## src/rtl/osr_rx_pkg.sv

```systemverilog
package osr_rx_pkg;
    typedef enum logic [1:0] {
        ST_IDLE  = 2'd0,
        ST_START = 2'd1,
        ST_RECV  = 2'd2
    } rx_state_e;
endpackage

```

## src/rtl/osr_rx_counter.sv

```systemverilog
module osr_rx_counter #(
    parameter int WIDTH = 3
) (
    input  logic             clk,
    input  logic             rst_n,
    input  logic             clr,
    input  logic             inc,
    output logic [WIDTH-1:0] cnt
);
    always_ff @(posedge clk or negedge rst_n) begin
        if (!rst_n)
            cnt <= '0;
        else if (clr)
            cnt <= '0;
        else if (inc)
            cnt <= cnt + WIDTH'(1);
    end
endmodule

```

## src/rtl/osr_rx_ctrl.sv

```systemverilog
module osr_rx_ctrl
    import osr_rx_pkg::*;
(
    input  logic      clk,
    input  logic      rst_n,
    input  logic      smp_tick,
    input  logic      rx_line,
    input  logic      smp_at_mid,
    input  logic      smp_at_end,
    input  logic      bit_at_stop,
    output rx_state_e state,
    output logic      smp_clr,
    output logic      smp_inc,
    output logic      bit_clr,
    output logic      bit_inc,
    output logic      shift_en,
    output logic      load_en,
    output logic      frame_open
);
    rx_state_e state_d;

    // state register
    always_ff @(posedge clk or negedge rst_n) begin
        if (!rst_n)
            state <= ST_IDLE;
        else
            state <= state_d;
    end

    // next state and control outputs
    always_comb begin
        state_d    = state;
        smp_clr    = 1'b0;
        smp_inc    = 1'b0;
        bit_clr    = 1'b0;
        bit_inc    = 1'b0;
        shift_en   = 1'b0;
        load_en    = 1'b0;
        frame_open = 1'b0;
        unique case (state)
            ST_IDLE: begin
                if (smp_tick && !rx_line) begin
                    state_d    = ST_START;
                    smp_clr    = 1'b1;
                    bit_clr    = 1'b1;
                    frame_open = 1'b1;
                end
            end
            ST_START: begin
                if (smp_tick) begin
                    if (rx_line) begin
                        state_d = ST_IDLE;
                        smp_clr = 1'b1;
                    end else if (smp_at_mid) begin
                        state_d = ST_RECV;
                        smp_clr = 1'b1;
                        bit_clr = 1'b1;
                    end else begin
                        smp_inc = 1'b1;
                    end
                end
            end
            ST_RECV: begin
                if (smp_tick) begin
                    if (smp_at_end) begin
                        smp_clr = 1'b1;
                        if (bit_at_stop) begin
                            load_en = 1'b1;
                            state_d = ST_IDLE;
                        end else begin
                            shift_en = 1'b1;
                            bit_inc  = 1'b1;
                        end
                    end else begin
                        smp_inc = 1'b1;
                    end
                end
            end
            default: state_d = ST_IDLE;
        endcase
    end
endmodule

```

## src/rtl/osr_rx_datapath.sv

```systemverilog
module osr_rx_datapath #(
    parameter int DATA_W = 8
) (
    input  logic              clk,
    input  logic              rst_n,
    input  logic              rx_line,
    input  logic              host_busy,
    input  logic              shift_en,
    input  logic              load_en,
    input  logic              frame_open,
    output logic [DATA_W-1:0] rx_data,
    output logic              rx_valid,
    output logic              err_overrun,
    output logic              err_frame
);
    logic [DATA_W-1:0] shreg;

    always_ff @(posedge clk or negedge rst_n) begin
        if (!rst_n)
            shreg <= '0;
        else if (shift_en)
            shreg <= {rx_line, shreg[DATA_W-1:1]};
    end

    always_ff @(posedge clk or negedge rst_n) begin
        if (!rst_n) begin
            rx_data     <= '0;
            rx_valid    <= 1'b0;
            err_overrun <= 1'b0;
            err_frame   <= 1'b0;
        end else begin
            rx_valid <= load_en;
            if (load_en) begin
                rx_data     <= shreg;
                err_overrun <= host_busy;
                err_frame   <= ~rx_line;
            end else if (frame_open) begin
                err_overrun <= 1'b0;
                err_frame   <= 1'b0;
            end
        end
    end
endmodule

```

## src/rtl/osr_uart_rx.sv

```systemverilog
module osr_uart_rx
    import osr_rx_pkg::*;
#(
    parameter int OSR    = 8,
    parameter int DATA_W = 8
) (
    input  logic              clk,
    input  logic              rst_n,
    input  logic              smp_tick,
    input  logic              rx_line,
    input  logic              host_busy,
    output logic [DATA_W-1:0] rx_data,
    output logic              rx_valid,
    output logic              err_overrun,
    output logic              err_frame
);
    localparam int SMP_W = $clog2(OSR);
    localparam int BIT_W = $clog2(DATA_W + 1);
    // counter value on the tick that confirms the start bit (mid index OSR/2-1)
    localparam logic [SMP_W-1:0] SMP_MID = SMP_W'(OSR / 2 - 2);
    localparam logic [SMP_W-1:0] SMP_END = SMP_W'(OSR - 1);
    localparam logic [BIT_W-1:0] BIT_STOP = BIT_W'(DATA_W);

    rx_state_e        state_q;
    logic [SMP_W-1:0] smp_cnt;
    logic [BIT_W-1:0] bit_cnt;
    logic smp_clr, smp_inc, bit_clr, bit_inc;
    logic shift_en, load_en, frame_open;

    osr_rx_ctrl u_ctrl (
        .clk        (clk),
        .rst_n      (rst_n),
        .smp_tick   (smp_tick),
        .rx_line    (rx_line),
        .smp_at_mid (smp_cnt == SMP_MID),
        .smp_at_end (smp_cnt == SMP_END),
        .bit_at_stop(bit_cnt == BIT_STOP),
        .state      (state_q),
        .smp_clr    (smp_clr),
        .smp_inc    (smp_inc),
        .bit_clr    (bit_clr),
        .bit_inc    (bit_inc),
        .shift_en   (shift_en),
        .load_en    (load_en),
        .frame_open (frame_open)
    );

    osr_rx_counter #(.WIDTH(SMP_W)) u_smp_cnt (
        .clk  (clk),
        .rst_n(rst_n),
        .clr  (smp_clr),
        .inc  (smp_inc),
        .cnt  (smp_cnt)
    );

    osr_rx_counter #(.WIDTH(BIT_W)) u_bit_cnt (
        .clk  (clk),
        .rst_n(rst_n),
        .clr  (bit_clr),
        .inc  (bit_inc),
        .cnt  (bit_cnt)
    );

    osr_rx_datapath #(.DATA_W(DATA_W)) u_dp (
        .clk        (clk),
        .rst_n      (rst_n),
        .rx_line    (rx_line),
        .host_busy  (host_busy),
        .shift_en   (shift_en),
        .load_en    (load_en),
        .frame_open (frame_open),
        .rx_data    (rx_data),
        .rx_valid   (rx_valid),
        .err_overrun(err_overrun),
        .err_frame  (err_frame)
    );
endmodule

```

## config.mk

```make
export PLATFORM = sky130hd
export DESIGN_NAME = osr_uart_rx
export DESIGN_NICKNAME = d
export VERILOG_FILES = /design/src/rtl/osr_rx_pkg.sv /design/src/rtl/osr_rx_counter.sv /design/src/rtl/osr_rx_ctrl.sv /design/src/rtl/osr_rx_datapath.sv /design/src/rtl/osr_uart_rx.sv
export SDC_FILE = /design/constraint.sdc
export NUM_CORES = 1
export LEC_CHECK = 0
export CAP_MARGIN = 20
export CORE_ASPECT_RATIO = 1.4
export CORE_MARGIN = 2
export CORE_UTILIZATION = 49
export CTS_BUF_LIST = sky130_fd_sc_hd__clkbuf_16
export DETAILED_ROUTE_END_ITERATION = 12
export GPL_TIMING_DRIVEN = 0
export PLACE_DENSITY = 0.74
export RECOVER_POWER = 100
export SYNTH_ARGS = -nofsm -noshare
export SYNTH_HDL_FRONTEND = slang
export SYNTH_SLANG_ARGS = --single-unit
export TNS_END_PERCENT = 50
```

## constraint.sdc

```tcl
create_clock -name clk -period 1.6 [get_ports clk]
set_input_delay 0.16 -clock clk [delete_from_list [all_inputs] [get_ports clk]]
set_output_delay 0.16 -clock clk [all_outputs]
set_load 0.03 [all_outputs]
```

# Yosys cells after proc, flatten, opt, wreduce, memory -nomap -nowiden
# Index checks and enable logic that the tools add are counted.
# totals
regBits,28
input_bits,5
# op_classes
n_addsub,2
eq_ne,11
muxes,40
bitwise_logic,1
n_reduce_logical,7
# op_table
cell,count
two-way mux 1 bit,25
two-way mux 2 bit,7
two-way mux 4 bit,2
two-way mux 3 bit,2
!= test 2 x 1 -> 1 bit (second input constant),3
one-hot mux 2 bit (3 select lines),1
AND reduction 6 bit,1
nonzero test 2 bit,3
adder 4 x 1 -> 4 bit (second input constant),1
== test 4 bit (second input constant),1
!= test 2 bit (second input constant),2
one-hot mux 1 bit (2 select lines),2
adder 3 x 1 -> 3 bit (second input constant),1
== test 3 x 2 -> 1 bit (second input constant),1
== test 3 bit (second input constant),1
!= test 3 x 2 -> 1 bit (second input constant),1
one-hot mux 1 bit (3 select lines),1
== test 2 x 1 -> 1 bit (second input constant),1
== test 2 bit (second input constant),1
logical NOT 2 bit,1
logical AND 1 bit,1
logical NOT 1 bit,1
NOT 1 bit,1

# Depth between registers and ports, before layout
# depth
ltp_word,7
ltp_mapped,7
depth_no_buf,6

# Cells and area by module
# From an unflattened synthesis, not the netlist that was laid out.
# unflattened
cells_unflattened,103
hier_area_um2,1358.8
# by_module_without_submodules
module,n_inst,cells_each,area_each_um2,seq_area_each_um2
osr_rx_datapath,1,41,732.0,475.5
osr_rx_ctrl,1,32,269.0,50.0
osr_rx_counter (u_bit_cnt),1,16,192.7,100.1
osr_rx_counter (u_smp_cnt),1,11,136.4,75.1
osr_uart_rx,1,3,28.8,0.0

# Least setup slack after synthesis
# No wires, ideal clock.
# synth_timing
path_type,register -> register
start,register u_smp_cnt.cnt[0]
end,register u_dp.shreg[7]
setup_ns,0.125
t_arrival_ns,1.581
required_time_ns,1.475
setup_slack_ns,-0.106
stages_incl_launch_ff,7
path_buffers,1
period_less_slack_ns,1.706
path_cell_list,dfrtp_1 -> ha_1 -> ha_1 -> and3_2 -> and2_2 -> buf_6 -> mux2_2
# synth_via
elab_chain_cells,4
# synth_lines
item,line,text
from (decl),osr_rx_counter.sv:8,output logic [WIDTH-1:0] cnt
from (signal assigned),osr_rx_counter.sv:16,cnt <= cnt + WIDTH'(1);
== test 3 bit,osr_uart_rx.sv:36,".smp_at_end (smp_cnt == SMP_END),"
two-way mux 1 bit,osr_rx_ctrl.sv:65,if (smp_at_end) begin
two-way mux 1 bit,osr_rx_ctrl.sv:64,if (smp_tick) begin
two-way mux 1 bit,osr_rx_ctrl.sv:40,unique case (state)
to (signal assigned),osr_rx_datapath.sv:22,"shreg <= {rx_line, shreg[DATA_W-1:1]};"
to (decl),osr_rx_datapath.sv:16,logic [DATA_W-1:0] shreg;
# Every way passes these cells.
# A chain may end at the register's enable or synchronous reset.

# Worst setup path after layout
# layout_timing
start,register u_smp_cnt.cnt[0]
end,register u_ctrl.state[0]
# layout_via
elab_chain_cells,3
# layout_lines
item,line,text
== test 3 x 2 -> 1 bit or == test 3 bit (tied branches),"osr_uart_rx.sv:35, osr_uart_rx.sv:36",
!= test 3 x 2 -> 1 bit (no source line) or != test 2 x 1 -> 1 bit (tied branches),n/a,
AND reduction 6 bit (no source line) (*),n/a,
to (signal assigned),osr_rx_ctrl.sv:27,state <= state_d;
to (decl),osr_rx_ctrl.sv:11,"output rx_state_e state,"
# Every way passes the cells marked *; elsewhere a longest branch is shown, timed or not.

==> results_tabular.tex <==
\begin{tabular}{lr}
\hline
Metric & Value \\
\hline
\multicolumn{2}{l}{\textbf{Status}} \\
Outcome & finished with violations \\
Failing checks & negative setup slack \\
\multicolumn{2}{l}{\textbf{Timing}} \\
Actual slew at the worst max-slew pin & 0.478 ns \\
Worst slew margin relative to its limit & 68.2\% \\
Highest Clock Rate & 0.579 GHz \\
Hold Violations, Final & 0 \\
Pins Over Slew Limit & 0 \\
Period utilization & 108\% \\
RSZ-0062 raised after global routing & yes \\
Worst Slack Setup Final & -0.127 ns \\
Total of endpoints with negative setup slack in the final report & 18 \\
Accumulated negative setup slack & -0.763 ns \\
Final min period & 1.73 ns \\
Worst Clk Skew & 0.00232 ns \\
\multicolumn{2}{l}{\textbf{Place}} \\
Total of buffers placed on input and output ports & 15 \\
Dpl hpwl & 1820 µm \\
Post-detailed-placement cell area & 1650 µm² \\
Routability congestion estimate & 0.703 \\
\multicolumn{2}{l}{\textbf{Power and ir drop}} \\
Clock share of power & 30.0\% \\
Power density over cell area & 1010 nW/µm² \\
Comb pwr share & 26.4\% \\
Cell internal power dissipation & 1.31 mW \\
Sw power & 0.523 mW \\
Reported leakage power & 0.864 nW \\
Sequential cell fraction of total power & 43.6\% \\
Net switching fraction of the power & 28.5\% \\
Worst VDD drop & 0.654 mV \\
\multicolumn{2}{l}{\textbf{Detailed routing}} \\
Length of the first detailed-routing pass in iterations & 4 \\
Starting DRT DRC Count & 19 \\
Overall routed net length & 2460 µm \\
Via count & 922 \\
Drt via density & 5.30 \\
Antenna Nets Post-Route & 0 \\
Post-DR wirelength/cell & 14.1 µm \\
DRC & 0 \\
\multicolumn{2}{l}{\textbf{Clocking}} \\
Clk Latency, worst-skew pair & 0.26 ns \\
Cts bufs inserted & 3 \\
CTS root buf & sky130\_fd\_sc\_hd\_\_clkbuf\_16 \\
Clock Path Buffers & 2 \\
Clock tree from TritonCTS & built \\
Clock transition at path regs & 0.06 ns \\
Number of sinks handled by clock tree synthesis & 28 \\
\# H-tree levels & 1 \\
\# hold bufs at CTS & 0 \\
\multicolumn{2}{l}{\textbf{Logic synthesis}} \\
Basic-gate share of the synthesized area counting and, or, nand and nor cells & 11.8\% \\
Adder-cell share of the synthesized area & 9.12\% \\
Cell Area, Synth & 1370 µm² \\
Post-synthesis instance total & 110 \\
Main combinational cell family by area after synthesis & multiplexers \\
Nets in the synthesized netlist & 125 \\
Multiplexer area fraction after synthesis & 15.4\% \\
Post-synth cell types & 27 \\
Register bit total from synthesis & 28 \\
Avg Synthesized Cell Area & 12.5 µm² \\
Seq/Total Area, Yosys & 51.0\% \\
Yosys Warn Count & 0 \\
Synthesized-area fraction occupied by xor and xnor cells & 1.91\% \\
Post-synthesis compound-gate area fraction & 7.75\% \\
\multicolumn{2}{l}{\textbf{Global route}} \\
GR Overflow Total & 0 \\
Maximum number of pins on one net before global-route repair & 21 \\
Number of antenna violations at the first check in global routing & 0 \\
Gr usage total & 16.5\% \\
Wire length of the first global-routing pass & 4110 µm \\
Vias in the first global route & 947 \\
\multicolumn{2}{l}{\textbf{Final layout}} \\
Design Area, Final & 1820 µm² \\
Commonest non-fill, non-tap cells in the layout & sky130\_fd\_sc\_hd\_\_dfrtp\_1 (28), sky130\_fd\_sc\_hd\_\_dlygate4sd3\_1 (12), sky130\_fd\_sc\_hd\_\_mux2\_4 (11) \\
Area added between synthesis and finish & 32.6\% \\
Most common cell after layout, fill and taps aside & sky130\_fd\_sc\_hd\_\_dfrtp\_1 \\
Fraction of final layout cells with drive strength greater than 1 & 32.6\% \\
Layout net count & 154 \\
Number of diodes added for antenna fixing & 0 \\
\multicolumn{2}{l}{\textbf{Floorplan}} \\
Horizontal die dimension & 48.7 µm \\
Count of pins on the block boundary & 16 \\
Starting density of the core & 51.9\% \\
Die Span Y & 66.6 µm \\
Standard-cell rows & 22 \\
Area of the core & 2640 µm² \\
Overall die area & 3250 µm² \\
\multicolumn{2}{l}{\textbf{Critical path}} \\
Worst Path Buf+Inv & 0 \\
Largest incremental delay on the critical path & 0.37 ns \\
Endpoint kind of the worst setup timing path & flip-flop \\
Cells along the critical path & ha\_2 -> ha\_4 -> nand2\_1 -> a22o\_1 -> a221oi\_2 -> mux2\_1 \\
Startpoint types & flip-flop \\
Required arrival time at the worst endpoint & 1.74 ns \\
Data arrival at the endpoint of the critical path & 1.87 ns \\
Critical Setup Path Class & flip-flop to flip-flop \\
Max stage delay cell, worst path & sky130\_fd\_sc\_hd\_\_dfrtp\_1 \\
Cell class contributing the biggest share of worst-path delay & compound AO/OA/AOI/OAI gates \\
Highest fanout seen on the critical path & 3 \\
\multicolumn{2}{l}{\textbf{Worst hold path}} \\
Worst min-delay path class & primary input to async pin \\
\multicolumn{2}{l}{\textbf{Run}} \\
Max\_cap viols & 0 \\
\hline
\end{tabular}
-- metal layers --
metal	vias up	track usage [%]	share of wire, %
li1	440	-	-
met1	464	15.5	38
met2	16	35.3	58
met3	2	1.79	3.1
met4	0	6.43	0.86
met5	-	0	0
-- cell usage after synthesis --
library cell	count	area, µm²
sky130_fd_sc_hd__nor2b_1	1	6.26
sky130_fd_sc_hd__a22o_1	1	8.76
sky130_fd_sc_hd__nand3_1	1	5.00
sky130_fd_sc_hd__nand3b_4	1	20.0
sky130_fd_sc_hd__o311ai_0	1	8.76
sky130_fd_sc_hd__xnor2_1	1	8.76
sky130_fd_sc_hd__and3_2	1	7.51
sky130_fd_sc_hd__a21oi_1	8	40.0
sky130_fd_sc_hd__buf_6	2	22.5
sky130_fd_sc_hd__nand2_1	6	22.5
sky130_fd_sc_hd__nand2b_1	3	18.8
sky130_fd_sc_hd__nand4_1	1	6.26
sky130_fd_sc_hd__mux2i_1	2	20.0
sky130_fd_sc_hd__ha_1	10	125
sky130_fd_sc_hd__nor2_1	5	18.8
sky130_fd_sc_hd__inv_1	5	18.8
sky130_fd_sc_hd__mux2_1	1	11.3
sky130_fd_sc_hd__o21ai_0	5	25.0
sky130_fd_sc_hd__mux2_2	16	180
sky130_fd_sc_hd__xor2_1	2	17.5
sky130_fd_sc_hd__nor2b_4	1	13.8
sky130_fd_sc_hd__dfrtp_1	28	701
sky130_fd_sc_hd__a221oi_2	1	15.0
sky130_fd_sc_hd__or3_1	2	12.5
sky130_fd_sc_hd__and2_2	2	15.0
sky130_fd_sc_hd__o31a_1	1	8.76
sky130_fd_sc_hd__nand3b_1	2	15.0
-- what timing repair did --
item,4_1_cts,5_1_grt
cloned,1,0
resized for setup,8,12
endpoints found under the setup margin,22,23
pin swaps,2,2
setup buffers,4,3
-- registers in the layout, indices dropped and copies added, names as in the netlist --
register	cells
u_dp.err_frame	1
u_dp.rx_data	8
u_dp.rx_valid	1
u_dp.err_overrun	1
u_ctrl.state	2
u_bit_cnt.cnt	4
u_dp.shreg	8
u_smp_cnt.cnt	3
-- final timing paths --
path / slack [ns] / to / cells after the start / start
setup reg to reg: -0.13 / u_ctrl.state[0] / 6 / u_smp_cnt.cnt[0]
hold reg to reg: 0.50 / u_dp.rx_data[3] / 1 / u_dp.rx_data[3]
min in group clk: 0.45 / u_dp.err_overrun / 3 / host_busy
setup / recovery: -0.13 / u_ctrl.state[0] / 6 / u_smp_cnt.cnt[0]
hold / removal: 0.27 / u_dp.shreg[0] / 1 / rst_n
max in group asynchronous: 0.54 / u_dp.rx_data[4] / 2 / rst_n
-- power groups by stage --
stage                     clock [mW]  sequential [mW]  combinational, mW
after floorplan                    0            0.803              0.322
after global placement             0            0.808              0.397
after detailed placement           0            0.814              0.433
after CTS                      0.570            0.801              0.469
after global routing           0.596            0.807              0.542
final                          0.551            0.801              0.484
-- cell families after synthesis --
kind of cell	after synthesis
flops	28
fa+ha+maj	10
buf+inv	7
xor+xnor	3
compound gates	17
simple gates	26
mux	19
-- area by class of cell --
type,count,area [µm²]
Multi-Input combinational cell,75,724
Tap cell,36,45.0
Inverter,5,18.8
Clock buffer,3,75.1
Clock inverter,1,3.75
Fill cell,191,822
Sequential cell,28,701
Buffer,2,26.3
Timing Repair Buffer,24,226
-- per-stage QoR --
step | power [mW] | setup slack (ns) | cells | utilization, % | hold slack (ns)
after floorplan | 1.12 | -0.0265 | 110 | - | -0.136
after global placement | 1.21 | -0.215 | 161 | 61.4 | 0.488
after detailed placement | 1.25 | -0.251 | 162 | 62.4 | 0.495
after CTS | 1.84 | -0.145 | 171 | 67.6 | 0.260
after global routing | 1.94 | -0.194 | 174 | 68.9 | 0.304
final | 1.84 | -0.127 | 174 | 68.9 | 0.266
(Power assumes the default switching activity.)
